--- src/rtl/ipi_cmd_pkg.sv ---
package ipi_cmd_pkg;

  localparam int REG_W    = 32;
  localparam int VEC_LSB  = 0;
  localparam int MODE_LSB = 8;
  localparam int STAT_BIT = 12;
  localparam int LVL_BIT  = 14;
  localparam int SH_LSB   = 18;
  localparam int DEST_LSB = 24;
  localparam int DEST_W   = 8;

  // command fields held by the register and carried in the message
  typedef struct packed {
    logic [1:0] shorthand;
    logic       level;
    logic [2:0] mode;
    logic [7:0] vector;
  } ipiCmdT;

  // strobes from control to datapath
  typedef struct packed {
    logic wrHigh;
    logic launch;
  } ipiStrbT;

endpackage

--- src/rtl/ipi_cmd_ctrl.sv ---
module ipi_cmd_ctrl
  import ipi_cmd_pkg::*;
#(
  parameter int                ADDR_W   = 8,
  parameter logic [ADDR_W-1:0] LOW_OFF  = 'h00,
  parameter logic [ADDR_W-1:0] HIGH_OFF = 'h10
) (
  input  logic              clk,
  input  logic              rstN,
  input  logic              regWrite,
  input  logic [ADDR_W-1:0] regAddr,
  input  logic              msgReady,
  output ipiStrbT           strb,
  output logic              busy
);

  logic hitLow;
  logic hitHigh;
  logic accept;

  // exact address match: unaligned addresses never decode
  assign hitLow  = regWrite && (regAddr == LOW_OFF);
  assign hitHigh = regWrite && (regAddr == HIGH_OFF);
  assign accept  = busy && msgReady;

  always_comb begin
    strb        = '0;
    strb.wrHigh = hitHigh;
    strb.launch = hitLow && !busy;
  end

  always_ff @(posedge clk) begin
    if (!rstN) begin
      busy <= 1'b0;
    end else if (accept) begin
      busy <= 1'b0;
    end else if (strb.launch) begin
      busy <= 1'b1;
    end
  end

endmodule

--- src/rtl/ipi_cmd_dpath.sv ---
module ipi_cmd_dpath
  import ipi_cmd_pkg::*;
#(
  parameter int                ADDR_W   = 8,
  parameter logic [ADDR_W-1:0] LOW_OFF  = 'h00,
  parameter logic [ADDR_W-1:0] HIGH_OFF = 'h10
) (
  input  logic              clk,
  input  logic              rstN,
  input  ipiStrbT           strb,
  input  logic              busy,
  input  logic [ADDR_W-1:0] regAddr,
  input  logic [REG_W-1:0]  regWdata,
  output logic [REG_W-1:0]  regRdata,
  output logic [DEST_W-1:0] msgDest,
  output ipiCmdT            msgCmd
);

  logic [DEST_W-1:0] targetQ;
  logic [DEST_W-1:0] destQ;
  ipiCmdT            cmdQ;
  ipiCmdT            cmdIn;
  logic              unusedWdata;

  assign cmdIn.vector    = regWdata[VEC_LSB +: 8];
  assign cmdIn.mode      = regWdata[MODE_LSB +: 3];
  assign cmdIn.level     = regWdata[LVL_BIT];
  assign cmdIn.shorthand = regWdata[SH_LSB +: 2];

  // reserved and read-only bits of the write data are dropped
  assign unusedWdata = ^{regWdata[23:20], regWdata[17:15], regWdata[13:11]};

  always_ff @(posedge clk) begin
    if (!rstN) begin
      targetQ <= '0;
      destQ   <= '0;
      cmdQ    <= '0;
    end else begin
      if (strb.wrHigh) begin
        targetQ <= regWdata[DEST_LSB +: DEST_W];
      end
      if (strb.launch) begin
        cmdQ  <= cmdIn;
        destQ <= (cmdIn.shorthand != 2'b00) ? '0 : targetQ;
      end
    end
  end

  always_comb begin
    regRdata = '0;
    if (regAddr == LOW_OFF) begin
      regRdata[VEC_LSB +: 8]  = cmdQ.vector;
      regRdata[MODE_LSB +: 3] = cmdQ.mode;
      regRdata[STAT_BIT]      = busy;
      regRdata[LVL_BIT]       = cmdQ.level;
      regRdata[SH_LSB +: 2]   = cmdQ.shorthand;
    end else if (regAddr == HIGH_OFF) begin
      regRdata[DEST_LSB +: DEST_W] = targetQ;
    end
  end

  assign msgDest = destQ;
  assign msgCmd  = cmdQ;

endmodule

--- src/rtl/ipi_cmd_reg.sv ---
module ipi_cmd_reg
  import ipi_cmd_pkg::*;
#(
  parameter int                ADDR_W   = 8,
  parameter logic [ADDR_W-1:0] LOW_OFF  = 'h00,
  parameter logic [ADDR_W-1:0] HIGH_OFF = 'h10
) (
  input  logic              clk,
  input  logic              rstN,
  input  logic              regWrite,
  input  logic [ADDR_W-1:0] regAddr,
  input  logic [31:0]       regWdata,
  output logic [31:0]       regRdata,
  output logic              msgValid,
  input  logic              msgReady,
  output logic [7:0]        msgDest,
  output logic [7:0]        msgVector,
  output logic [2:0]        msgMode,
  output logic              msgLevel,
  output logic [1:0]        msgShorthand
);

  ipiStrbT strb;
  logic    busy;
  ipiCmdT  msgCmd;

  ipi_cmd_ctrl #(.ADDR_W(ADDR_W), .LOW_OFF(LOW_OFF), .HIGH_OFF(HIGH_OFF)) ctrl_i (
    .clk      (clk),
    .rstN     (rstN),
    .regWrite (regWrite),
    .regAddr  (regAddr),
    .msgReady (msgReady),
    .strb     (strb),
    .busy     (busy)
  );

  ipi_cmd_dpath #(.ADDR_W(ADDR_W), .LOW_OFF(LOW_OFF), .HIGH_OFF(HIGH_OFF)) dpath_i (
    .clk      (clk),
    .rstN     (rstN),
    .strb     (strb),
    .busy     (busy),
    .regAddr  (regAddr),
    .regWdata (regWdata),
    .regRdata (regRdata),
    .msgDest  (msgDest),
    .msgCmd   (msgCmd)
  );

  assign msgValid     = busy;
  assign msgVector    = msgCmd.vector;
  assign msgMode      = msgCmd.mode;
  assign msgLevel     = msgCmd.level;
  assign msgShorthand = msgCmd.shorthand;

endmodule

--- config.mk ---
export PLATFORM = sky130hd
export DESIGN_NAME = ipi_cmd_reg
export DESIGN_NICKNAME = d
export VERILOG_FILES = /design/src/rtl/ipi_cmd_pkg.sv /design/src/rtl/ipi_cmd_ctrl.sv /design/src/rtl/ipi_cmd_dpath.sv /design/src/rtl/ipi_cmd_reg.sv
export SDC_FILE = /design/constraint.sdc
export NUM_CORES = 1
export LEC_CHECK = 0
export ABC_AREA = 1
export BUFFER_PORTS_ARGS = -buffer_cell sky130_fd_sc_hd__buf_2
export CORE_UTILIZATION = 40
export DETAILED_ROUTE_END_ITERATION = 16
export PLACE_DENSITY = 0.77
export SYNTH_ARGS = -nofsm -noshare
export SYNTH_HDL_FRONTEND = slang
export SYNTH_SLANG_ARGS = --single-unit
--- constraint.sdc ---
create_clock -name clk -period 1.5 [get_ports clk]
set_input_delay 0.225 -clock clk [delete_from_list [all_inputs] [get_ports clk]]
set_output_delay 0.225 -clock clk [all_outputs]
set_load 0.01 [all_outputs]
==> results.txt <==
Counting every sink on the clock net gives 31. The number of DRC violations after detailed routing came out at 0. The synthesized netlist occupies a cell area of 1610 µm². The total vias in the final route is 1,650. For the worst-skew pair, the clock arrives at the later sink with an insertion delay of 0.27 ns. The die is 65.5 µm tall. The number of global-route vias before repair is 1,381. The placed standard-cell area came out at 1990 µm². For the worst setup path, the data required time is 1.27 ns. Entering global routing, the biggest net connects 36 pins. The critical path in this run is classified as input port to output pin. The worst setup skew after layout came out at 0.00370 ns.

The number of buffers on the longest clock path came out at 2. Counting I/O delays and the setup requirement, the final critical path takes 1.46 ns. The final number of setup-violating endpoints came out at 0.

dfxtp_1 takes more of the synthesized area than any other cell. The startpoint kind of the worst setup timing path is an input port. The data arrival time at the worst-slack endpoint is 1.24 ns. The number of ports placed on the die boundary came out at 99. The critical path's most frequent cell is buf_2. The half-perimeter wire length after placement came out at 2540 µm. TritonCTS built the clock tree. Summing all non-filler instances in the final layout gives an area of 2130 µm². Sorting the synthesized cells by area gives the leading types as dfxtp_1 (38%), nor2_1 (18%), nand2_1 (13%). The effective utilization at floorplan is 42.8%. The critical path goes through buf_2 -> nor2_2 -> nand2_2 -> nor2_4 -> clkinvlp_4 -> buf_12 -> nor2_1 -> buf_2.

The root buffer cell chosen for the clock tree is clkbuf_8. The hold violation count in the final report came out at 0. The worst register-to-register path has a setup slack of 0.36 ns. Of the synthesized area, sequential elements account for 38.5%. The share of the clock period used by the worst path after layout came out at 97.6%. The clock transition at the register clock pins on the worst setup and hold paths after CTS came out at 0.06 ns. Synthesis inferred 31 register bits. The number of rows in the core area came out at 22.

The final sum of negative setup slack came out at 0 ns. The number of warnings printed during yosys synthesis came out at 0. The pre-antenna-repair detailed-routing pass consisted of 4 iterations. The worst stage delay on the critical path is 0.18 ns. The most used flip-flop cell after synthesis is dfxtp_1. The cell count after synthesis came out at 260.

After the first detailed-routing iteration, the DRC count stood at 71. The launch point of the worst hold path is regWdata[5]. The routability-driven placement congestion ratio came out at 0.799.

The worst-margin pin slew came out at 0.549 ns. The ratio of total power to cell area is 748 nW/µm². The core region is 3770 µm². For hold timing, the worst endpoint is dpath_i.msgCmd[5].

The number of clock buffers inserted by TritonCTS came out at 5. The category of the worst setup path capture point is an output pin. The width of the chip came out at 65.5 µm. The repair_antennas step left the layout with diodes totalling 0. The worst hold path class is input port to register. In this run the remaining antenna-violating nets after routing total 0. The number of buffers added on ports is 79. The completed layout was analyzed and its total power is 1.60 mW. The final max-slew violation count is 0. In the final routed layout, each cell accounts on average for 9.48 µm.

The number of distinct library cells after synthesis is 15. In this run the critical register-to-register path is launched from ctrl_i.busy. The number of stages on the worst hold path is 3. The global-route wire length before repair is 5870 µm. The initial antenna violation count came out at 0. Of the cells placed in the final design, the portion with a size suffix greater than 1 is 31.5%. The flow ran to the end, and the final reports show no timing, DRC or antenna violations. In the routed layout, each cell is associated on average with a via count of 4.25. The floorplan die area came out at 4290 µm². CTS built an H-tree with a depth of 2. For this design the static power due to leakage is 1.20 nW. For this design, the slowest cell found on the critical path is nor2_4. The number of nets in the final layout came out at 384. The number of synthesized flops with an enable pin is 0. The worst register-to-register path ends at dpath_i.msgCmd[4]. The worst reg-to-reg path cell count came out at 5. Max-cap violations in this run came to 0. The highest achievable clock rate is 683 MHz. The mean cell area of the mapped netlist is 6.20 µm². The total overflow left after global routing is 0. The global-route usage over all layers is 17.6%. The top fanout value on the critical path is 15. The total length of routed wires came out at 3680 µm.

The async set-reset flop share out of synthesis came out at 0%. The maximum ir drop on the vdd rail came out at 0.000505 V. The worst max-slew margin expressed relative to the limit is 63.4%. The area fraction of the dominant cell type after synthesis is 38.5%. The synthesis-to-finish area growth is 32.4%.
-- where the power goes --
part	leakage (nW)	switching, mW	internal [mW]	total [mW]
Clock	0.0470	0.287	0.359	0.646
Sequential	0.250	0.00102	0.825	0.826
Combinational	0.902	0.0740	0.0503	0.124
-- routing by layer --
layer	vias to the layer above	track usage (%)	share of wire, %
met5	-	0	0
met3	5	4.86	4.5
met4	0	5.71	1.1
met2	45	28.1	49
met1	700	22.6	45
li1	900	-	-
-- logic make-up (layout without fill, tap and decap cells) --
group                  after synthesis  count (layout)  share of synthesized area, %
other                                1               9                         0.233
AO/OA/AOI/OAI                       14              14                          4.34
AND/OR/NAND/NOR                    156             156                          39.5
flip-flops                          31              31                          38.5
buffers and inverters               58             130                          17.5
-- worst max-delay path, delay by kind of cell --
kind	cells	cell delay [ns]
buffers and inverters	4	0.53
and+or+nand+nor	4	0.48
-- final cells by class --
| type | instances | area [µm²] |
|---|---|---|
| Inverter | 37 | 143 |
| Fill cell | 385 | 1640 |
| Sequential cell | 31 | 621 |
| Tap cell | 48 | 60.1 |
| Clock buffer | 6 | 82.6 |
| Timing Repair Buffer | 86 | 460 |
| Multi-Input combinational cell | 179 | 763 |
| Clock inverter | 1 | 5.00 |
-- registers in the layout (all words and copies together), names as in the netlist --
signal and cells:
dpath_i.msgCmd 14, dpath_i.msgDest 8, dpath_i.targetQ 8, ctrl_i.busy 1
-- worst max-delay path by stage --
stage,slack [ns],depth (start not counted),end,startpoint
2_1_floorplan,0.27,6,regRdata[18],regAddr[1]
3_3_place_gp,-0.01,7,regRdata[6],regAddr[1]
3_5_place_dp,0.005,7,regRdata[18],regAddr[1]
4_1_cts,0.0004,7,regRdata[18],regAddr[1]
5_1_grt,-0.03,8,regRdata[2],regAddr[7]
6_report,0.04,8,regRdata[12],regAddr[1]
-- cell usage after synthesis (2+ instances only) --
cell type and instances:
nor2_1 77, nor2_2 3, buf_2 6, nand2_2 2, nand2_1 58, nor2_4 2
buf_6 2, a21oi_1 14, nand3_1 13, dfxtp_1 31, inv_1 37, clkbuf_1 2
buf_4 11
-- repair_timing --
item	CTS	global route
buffers inserted	0	3
hold buffers	0	0
setup endpoints to repair	0	15
gates resized for setup	0	8
-- cells in the final DEF, fill, tap and decap left out --
cell type	instances
nand3_1	13
clkbuf_8	6
nand2_2	2
conb_1	9
nor2_4	4
buf_12	1
nand2_4	1
a21oi_1	14
clkinvlp_4	1
nand2_1	58
buf_4	6
clkinv_2	1
inv_1	36
nor2_2	6
nor2_1	72
buf_2	79
dfxtp_1	31
-- stage by stage --
step / std cells / setup WS (ns) / hold WS [ns] / util [%]
global placement: 378 / -0.0105 / 0.446 / 52.7
global route: 388 / -0.0287 / 0.165 / 56.6
finish: 388 / 0.0359 / 0.171 / 56.6
floorplan: 268 / 0.266 / 0.348 / -
CTS: 385 / 0.000357 / 0.162 / 55.0
detailed placement: 378 / 0.00485 / 0.451 / 52.7
(Power assumes the default switching activity.)
